File: config.mk
export PLATFORM = sky130hd
export DESIGN_NAME = atm25_tx_framer
export DESIGN_NICKNAME = d
export VERILOG_FILES = /design/src/rtl/atm25_tx_pkg.sv /design/src/rtl/atm25_tx_scrambler.sv /design/src/rtl/atm25_tx_serializer.sv /design/src/rtl/atm25_tx_sequencer.sv /design/src/rtl/atm25_tx_framer.sv
export SDC_FILE = /design/constraint.sdc
export NUM_CORES = 1
export LEC_CHECK = 0
export BUFFER_PORTS_ARGS = -buffer_cell sky130_fd_sc_hd__buf_4
export CELL_PAD_IN_SITES_DETAIL_PLACEMENT = 0
export CELL_PAD_IN_SITES_GLOBAL_PLACEMENT = 2
export CORE_AREA = 2 2 81 83
export CTS_BUF_LIST = sky130_fd_sc_hd__clkbuf_8
export CTS_CLUSTER_SIZE = 40
export DETAILED_ROUTE_END_ITERATION = 10
export DIE_AREA = 0 0 83 85
export GPL_TIMING_DRIVEN = 0
export PLACE_DENSITY = 0.73
export SLEW_MARGIN = 40
export SYNTH_ARGS = -nofsm -noshare
export SYNTH_HDL_FRONTEND = slang
export SYNTH_SLANG_ARGS = --single-unit
File: constraint.sdc
create_clock -name clk -period 2.58 [get_ports clk]
set_input_delay 0.387 -clock clk [delete_from_list [all_inputs] [get_ports clk]]
set_output_delay 0.387 -clock clk [all_outputs]
set_load 0.02 [all_outputs]
File: src/rtl/atm25_tx_pkg.sv
`timescale 1ns/1ps
package atm25_tx_pkg;

  localparam int SYM_W  = 5;
  localparam int LFSR_W = 10;
  localparam int TAP_HI = LFSR_W - 1;
  localparam int TAP_LO = 6;
  localparam int KEY_W  = 8;

  localparam logic [SYM_W-1:0] SYM_ESC   = 5'h18;
  localparam logic [3:0]       NIB_MARK  = 4'h8;
  localparam logic [3:0]       NIB_KEEP  = 4'h4;
  localparam logic [3:0]       NIB_IDLE  = 4'h0;

  typedef enum logic [2:0] {
    PK_MARK,
    PK_DATA,
    PK_XX,
    PK_X4,
    PK_IDLE
  } pair_kind_e;

  function automatic logic [SYM_W-1:0] sym_of(input logic [3:0] nib);
    logic [SYM_W-1:0] s;
    case (nib)
      4'h0: s = 5'h1E;
      4'h1: s = 5'h09;
      4'h2: s = 5'h14;
      4'h3: s = 5'h15;
      4'h4: s = 5'h0A;
      4'h5: s = 5'h0B;
      4'h6: s = 5'h0E;
      4'h7: s = 5'h0F;
      4'h8: s = 5'h12;
      4'h9: s = 5'h13;
      4'hA: s = 5'h16;
      4'hB: s = 5'h17;
      4'hC: s = 5'h1A;
      4'hD: s = 5'h1B;
      4'hE: s = 5'h1C;
      default: s = 5'h1D;
    endcase
    return s;
  endfunction

  function automatic logic [LFSR_W-1:0] lfsr_next(input logic [LFSR_W-1:0] s);
    return {s[LFSR_W-2:0], s[TAP_HI] ^ s[TAP_LO]};
  endfunction

  function automatic logic [KEY_W-1:0] lfsr_key(input logic [LFSR_W-1:0] s);
    logic [LFSR_W-1:0] t;
    logic [KEY_W-1:0]  k;
    t = s;
    k = '0;
    for (int i = 0; i < KEY_W; i++) begin
      k[KEY_W-1-i] = t[TAP_HI] ^ t[TAP_LO];
      t = lfsr_next(t);
    end
    return k;
  endfunction

  function automatic logic [LFSR_W-1:0] lfsr_jump(input logic [LFSR_W-1:0] s);
    logic [LFSR_W-1:0] t;
    t = s;
    for (int i = 0; i < KEY_W; i++) t = lfsr_next(t);
    return t;
  endfunction

endpackage

File: src/rtl/atm25_tx_scrambler.sv
`timescale 1ns/1ps
module atm25_tx_scrambler
  import atm25_tx_pkg::*;
#(
  parameter logic [LFSR_W-1:0] SEED = '1
) (
  input  logic             clk,
  input  logic             rst_n,
  input  logic             reseed,
  input  logic             adv,
  output logic [KEY_W-1:0] key
);

  logic [LFSR_W-1:0] state_q;

  assign key = lfsr_key(state_q);

  always_ff @(posedge clk or negedge rst_n) begin
    if (!rst_n)      state_q <= SEED;
    else if (reseed) state_q <= SEED;
    else if (adv)    state_q <= lfsr_jump(state_q);
  end

endmodule

File: src/rtl/atm25_tx_serializer.sv
`timescale 1ns/1ps
module atm25_tx_serializer
  import atm25_tx_pkg::*;
#(
  parameter int W = SYM_W
) (
  input  logic         clk,
  input  logic         rst_n,
  input  logic [W-1:0] next_sym,
  output logic         load,
  output logic         tx_bit,
  output logic         line_out
);

  localparam int CNT_W = $clog2(W);
  localparam logic [CNT_W-1:0] LAST = CNT_W'(W - 1);

  logic [CNT_W-1:0] bc_q;
  logic [W-1:0]     sh_q;
  logic             line_q;

  assign load     = (bc_q == LAST);
  assign tx_bit   = sh_q[W-1];
  assign line_out = line_q;

  always_ff @(posedge clk or negedge rst_n) begin
    if (!rst_n) begin
      bc_q   <= LAST;
      sh_q   <= '0;
      line_q <= 1'b0;
    end else begin
      line_q <= line_q ^ tx_bit;
      if (load) begin
        sh_q <= next_sym;
        bc_q <= '0;
      end else begin
        sh_q <= {sh_q[W-2:0], 1'b0};
        bc_q <= bc_q + CNT_W'(1);
      end
    end
  end

endmodule

File: src/rtl/atm25_tx_sequencer.sv
`timescale 1ns/1ps
module atm25_tx_sequencer
  import atm25_tx_pkg::*;
#(
  parameter int CELL_BYTES = 53,
  localparam int REM_W = $clog2(CELL_BYTES + 1)
) (
  input  logic             clk,
  input  logic             rst_n,
  input  logic             load,
  input  logic             sync_pulse,
  input  logic             scr_reset_sel,
  input  logic             cell_avail,
  input  logic [7:0]       cell_data,
  input  logic [KEY_W-1:0] key,
  output logic [SYM_W-1:0] next_sym,
  output logic             cell_rd,
  output logic             reseed,
  output logic             adv,
  output logic             pair_start,
  output logic             pend_q,
  output logic [REM_W-1:0] rem_q
);

  logic             half_q;
  logic [SYM_W-1:0] sym2_q;
  logic             mark_due;
  pair_kind_e       kind;
  logic [SYM_W-1:0] first_sym;
  logic [SYM_W-1:0] second_sym;

  assign pair_start = load & ~half_q;
  assign mark_due   = pend_q | sync_pulse;

  always_comb begin
    if (mark_due)                kind = PK_MARK;
    else if (rem_q != '0)        kind = PK_DATA;
    else if (cell_avail)         kind = scr_reset_sel ? PK_XX : PK_X4;
    else                         kind = PK_IDLE;
  end

  always_comb begin
    first_sym  = SYM_ESC;
    second_sym = sym_of(NIB_IDLE);
    case (kind)
      PK_MARK: second_sym = sym_of(NIB_MARK);
      PK_DATA: begin
        first_sym  = sym_of(cell_data[7:4] ^ key[7:4]);
        second_sym = sym_of(cell_data[3:0] ^ key[3:0]);
      end
      PK_XX:   second_sym = SYM_ESC;
      PK_X4:   second_sym = sym_of(NIB_KEEP);
      default: second_sym = sym_of(NIB_IDLE);
    endcase
  end

  assign next_sym = pair_start ? first_sym : sym2_q;
  assign cell_rd  = pair_start & (kind == PK_DATA);
  assign adv      = cell_rd;
  assign reseed   = pair_start & (kind == PK_XX);

  always_ff @(posedge clk or negedge rst_n) begin
    if (!rst_n) begin
      half_q <= 1'b0;
      sym2_q <= '0;
      pend_q <= 1'b0;
      rem_q  <= '0;
    end else begin
      if (load) half_q <= ~half_q;
      if (pair_start) begin
        sym2_q <= second_sym;
        pend_q <= 1'b0;
        case (kind)
          PK_DATA:      rem_q <= rem_q - REM_W'(1);
          PK_XX, PK_X4: rem_q <= REM_W'(CELL_BYTES);
          default:      rem_q <= rem_q;
        endcase
      end else begin
        pend_q <= mark_due;
      end
    end
  end

endmodule

File: src/rtl/atm25_tx_framer.sv
`timescale 1ns/1ps
module atm25_tx_framer
  import atm25_tx_pkg::*;
#(
  parameter int                CELL_BYTES = 53,
  parameter logic [LFSR_W-1:0] SEED       = '1
) (
  input  logic       clk,
  input  logic       rst_n,
  input  logic       sync_pulse,
  input  logic       scr_reset_sel,
  input  logic       cell_avail,
  input  logic [7:0] cell_data,
  output logic       cell_rd,
  output logic       line_out
);

  localparam int REM_W = $clog2(CELL_BYTES + 1);

  logic             load;
  logic             tx_bit;
  logic [SYM_W-1:0] next_sym;
  logic [KEY_W-1:0] key;
  logic             reseed;
  logic             adv;
  logic             pair_start;
  logic             pend_q;
  logic [REM_W-1:0] rem_q;

  atm25_tx_sequencer #(.CELL_BYTES(CELL_BYTES)) u_seq (
    .clk          (clk),
    .rst_n        (rst_n),
    .load         (load),
    .sync_pulse   (sync_pulse),
    .scr_reset_sel(scr_reset_sel),
    .cell_avail   (cell_avail),
    .cell_data    (cell_data),
    .key          (key),
    .next_sym     (next_sym),
    .cell_rd      (cell_rd),
    .reseed       (reseed),
    .adv          (adv),
    .pair_start   (pair_start),
    .pend_q       (pend_q),
    .rem_q        (rem_q)
  );

  atm25_tx_scrambler #(.SEED(SEED)) u_scr (
    .clk   (clk),
    .rst_n (rst_n),
    .reseed(reseed),
    .adv   (adv),
    .key   (key)
  );

  atm25_tx_serializer #(.W(SYM_W)) u_ser (
    .clk     (clk),
    .rst_n   (rst_n),
    .next_sym(next_sym),
    .load    (load),
    .tx_bit  (tx_bit),
    .line_out(line_out)
  );

endmodule

==> run summary <==
For the number of buffers on the longest clock path, the log shows 2. The tree is rooted in a clkbuf_8. The logs give 78 for the violation count after the first detailed-route iteration and 0 for the count of maximum capacitance violations. The type of the worst setup path is reg2out. In this run, synthesis produced a sequential element count of 32.

The number of hold buffers added after cts came out at 0. Dividing the detail-routed via count by the number of cells gives 4.90. Measured against its own limit, the worst slew margin works out to 47.7%.

The tools report the clock latency at the later pin of the worst-skew pair as 0.29 ns. The startpoint class of the critical path is a flip-flop. The initial antenna violation count came out at 0.

At the worst endpoint, the required time is 2.19 ns. After floorplanning, the core was sized to cover 6200 um2. The remaining global-route overflow is 0. VDD sags by at most 390 uV. The number of synthesized flops with an enable pin is 0.

Sorting the synthesized cells by how often they occur yields nand2_1, dfrtp_1, dfstp_2. Number of endpoints with negative hold slack in the final report: 0. The tools report the number of global-route vias before repair as 1,353. The repair_antennas step left the layout with diodes totalling 0. For this configuration, the core starts out at a cell density of 29.3%.

The number of endpoints failing setup at the final stage was 0. The logs give 0 for the yosys synthesis warning count and 46 for the number of distinct library cells after synthesis. On the final layout, the worst clock skew is 0.0110 ns. The count of buffers added on input and output ports is 13. The CTS clock-pin slew for the worst setup and hold paths was 0.07 ns; the first-pass GRT wire length was 6670 um.

The number of buffers inserted by post-CTS setup repair came out at 0. For the peak clock frequency supported by timing, the log shows 415 MHz. The placed instances occupy a cell area of 2010 um2. The sequential share of the synthesized area was 44.8%. Summed over all nets, the half-perimeter wirelength after detailed placement is 2740 um.

The tools report the total power draw as 1050 uW. Of the post-synthesis cell area, the dominant cell type holds 28.9%. The floorplan step set the die height to 85 um. The clock period could shrink to 2.41 ns. After floorplanning, the core was divided into 29 placement rows. In the synthesized netlist the dominant register cell turns out to be dfrtp_1. The class of the tightest hold or removal check is in2async. The run finished with clean final reports. The finished layout holds 264 standard cells, fillers aside. From synthesis to final layout, the design area changed by 17.1%. The tools report the reported leakage power as 0.000900 uW. Buffers inserted during clock tree synthesis total 5. The run gives 3830 um as the total length of routed wires.

After synthesis the cells add up to 1820 um2. Maximum number of pins on one net before global-route repair: 33. The ratio of final minimum period to clock period was 93.5%; the detailed-route wire length per cell was 14.5 um. Kind of end point of the critical path: a primary output. Global routing used 12.0% of the available tracks.

Setup repair after global routing left no endpoint under its margin. In this run the power density over the cells is 493 nW/um2. Number of pins with negative max-slew slack in the final report: 0.

The H-tree was split into 2 levels. TritonCTS built the clock tree. The tools report the net count after synthesis as 183. At the end of routability-driven placement, the weighted congestion stood at 0.721. The count of nets left with antenna violations once routing finished came out at 0. Dividing the synthesized area by the synthesized cell count gives 11.0 um2. Measured along the x axis, the die boundary spans 83 um. The total vias in the final route is 1,294, and the transition time of the tightest slew-check pin is 0.778 ns. The tools report the arrival time at the worst endpoint as 2.03 ns.

For this run, asynchronously set or reset flops after synthesis account for 100%. Sorting the synthesized cells by area gives the leading types as dfrtp_1, dfstp_2, nand2_1, xor3_1, xnor2_1. With fillers left out, the area of the finished cells amounts to 2130 um2.

The number of nets in the layout is 203, and the fraction of final layout cells sized beyond drive strength 1 is 23.0%. The clock net sink count was 32. The run gives 0 ns as the sum of negative setup slack.

After technology mapping, the gate count stands at 166. Largest area contributor in the netlist: dfrtp_1. The number of placed I/O pins is 15. The highest fanout seen on the critical path was 10. The count of unresolved DRC violations after routing is 0, and the die outline area is 7060 um2. The total placed cells including tap cells was 256. The run gives 4 as the total iterations of the first detailed-routing run. The library cell with the highest instance count after synthesis was nand2_1.
-- per-layer routing --
layer	share of wire [%]	GRT usage [%]
met5	0	0
met4	1.7	4.92
met3	3.3	3.21
met2	46	18.5
met1	49	16.2
-- worst max-delay path: stages, from the launching register on --
cell	delay, ns
dfrtp_1	0.40
inv_1	0.06
ha_1	0.25
and3b_1	0.18
clkbuf_2	0.23
o211ai_4	0.20
buf_6	0.22
inv_1	0.05
buf_4	0.13
-- timing repair --
action | in CTS | in global routing
resized for setup | 1 | 0
setup endpoints to repair | 1 | 0
endpoints found under the hold margin | 0 | 0
-- cells in the final DEF (no fill, tap or decap), types with 2 or more instances in the layout --
master and n:
mux2i_1 5, nor2_1 8, xor2_1 4, o21ai_0 4, xor3_1 4, nand2b_1 3, nor4_1 3, dfstp_2 11
o211ai_1 9, nand2_1 26, inv_1 7, a21oi_1 6, o31ai_1 2, a31oi_1 3, nor3_1 3, buf_6 3
clkbuf_8 5, xnor3_1 2, ha_1 4, clkbuf_1 2, xnor2_1 10, buf_4 13, a211oi_1 3, dfrtp_1 21
-- kinds of logic after synthesis --
group                      Yosys count  share of synthesized area, %
DFF                                 32                          44.8
xor gates and xnor gates            20                          14.5
muxes                                6                          3.37
adders and majority gates            4                          2.75
AOI/OAI and AO/OA                   39                          16.6
and+or+nand+nor                     52                          14.0
buffers and inverters               13                          4.06
-- path summary, 6_finish.rpt --
check | startpoint | end | slack (ns) | depth (start not counted)
max | u_ser.bc_q[0] | cell_rd | 0.17 | 8
min | rst_n | u_ser.sh_q[4] | 0.03 | 1
max reg2reg | u_ser.bc_q[0] | u_scr.state_q[7] | 0.29 | 6
min reg2reg | u_ser.sh_q[4] | u_ser.line_out | 0.44 | 1
max in group asynchronous | rst_n | u_scr.state_q[8] | 2.20 | 1
min in group clk | u_ser.sh_q[4] | u_ser.line_out | 0.44 | 1
-- per-stage QoR --
| step | hold WS (ns) | utilization [%] | setup slack (ns) |
|---|---|---|---|
| 2_1_floorplan | 0.0914 | - | 0.650 |
| 3_3_place_gp | 0.363 | 32.4 | 0.300 |
| 3_5_place_dp | 0.366 | 32.4 | 0.281 |
| 4_1_cts | 0.0455 | 34.3 | 0.124 |
| 5_1_grt | 0.0576 | 34.3 | 0.0292 |
| 6_report | 0.0277 | 34.3 | 0.168 |
-- registers in the layout (all words and copies together) (netlist names) --
| signal | count |
|---|---|
| u_seq.rem_q | 6 |
| u_seq.half_q | 1 |
| u_scr.state_q | 10 |
| u_ser.bc_q | 3 |
| u_ser.line_out | 1 |
| u_ser.sh_q | 5 |
| u_seq.sym2_q | 5 |
| u_seq.pend_q | 1 |
-- layout make-up --
type                       count  area, um2
sequential                    32        815
multi-input combinational    121        938
timing repair buffer          13       97.6
clock buffer                   5       68.8
clock inverter                 3       38.8
inverter                       6       22.5
tap                           77       96.3
fill                         623       4080
buffer                         7       51.3
-- power breakdown --
part | total [uW] | leakage (uW) | internal (uW) | switching [uW]
logic | 68.0 | 0.000458 | 28.9 | 39.1
registers | 508 | 0.000383 | 506 | 2.17
clock network | 474 | 0.0000593 | 283 | 192
total | 1050 | 0.000900 | 817 | 233
Note: power is estimated with default switching activity, not from simulation.
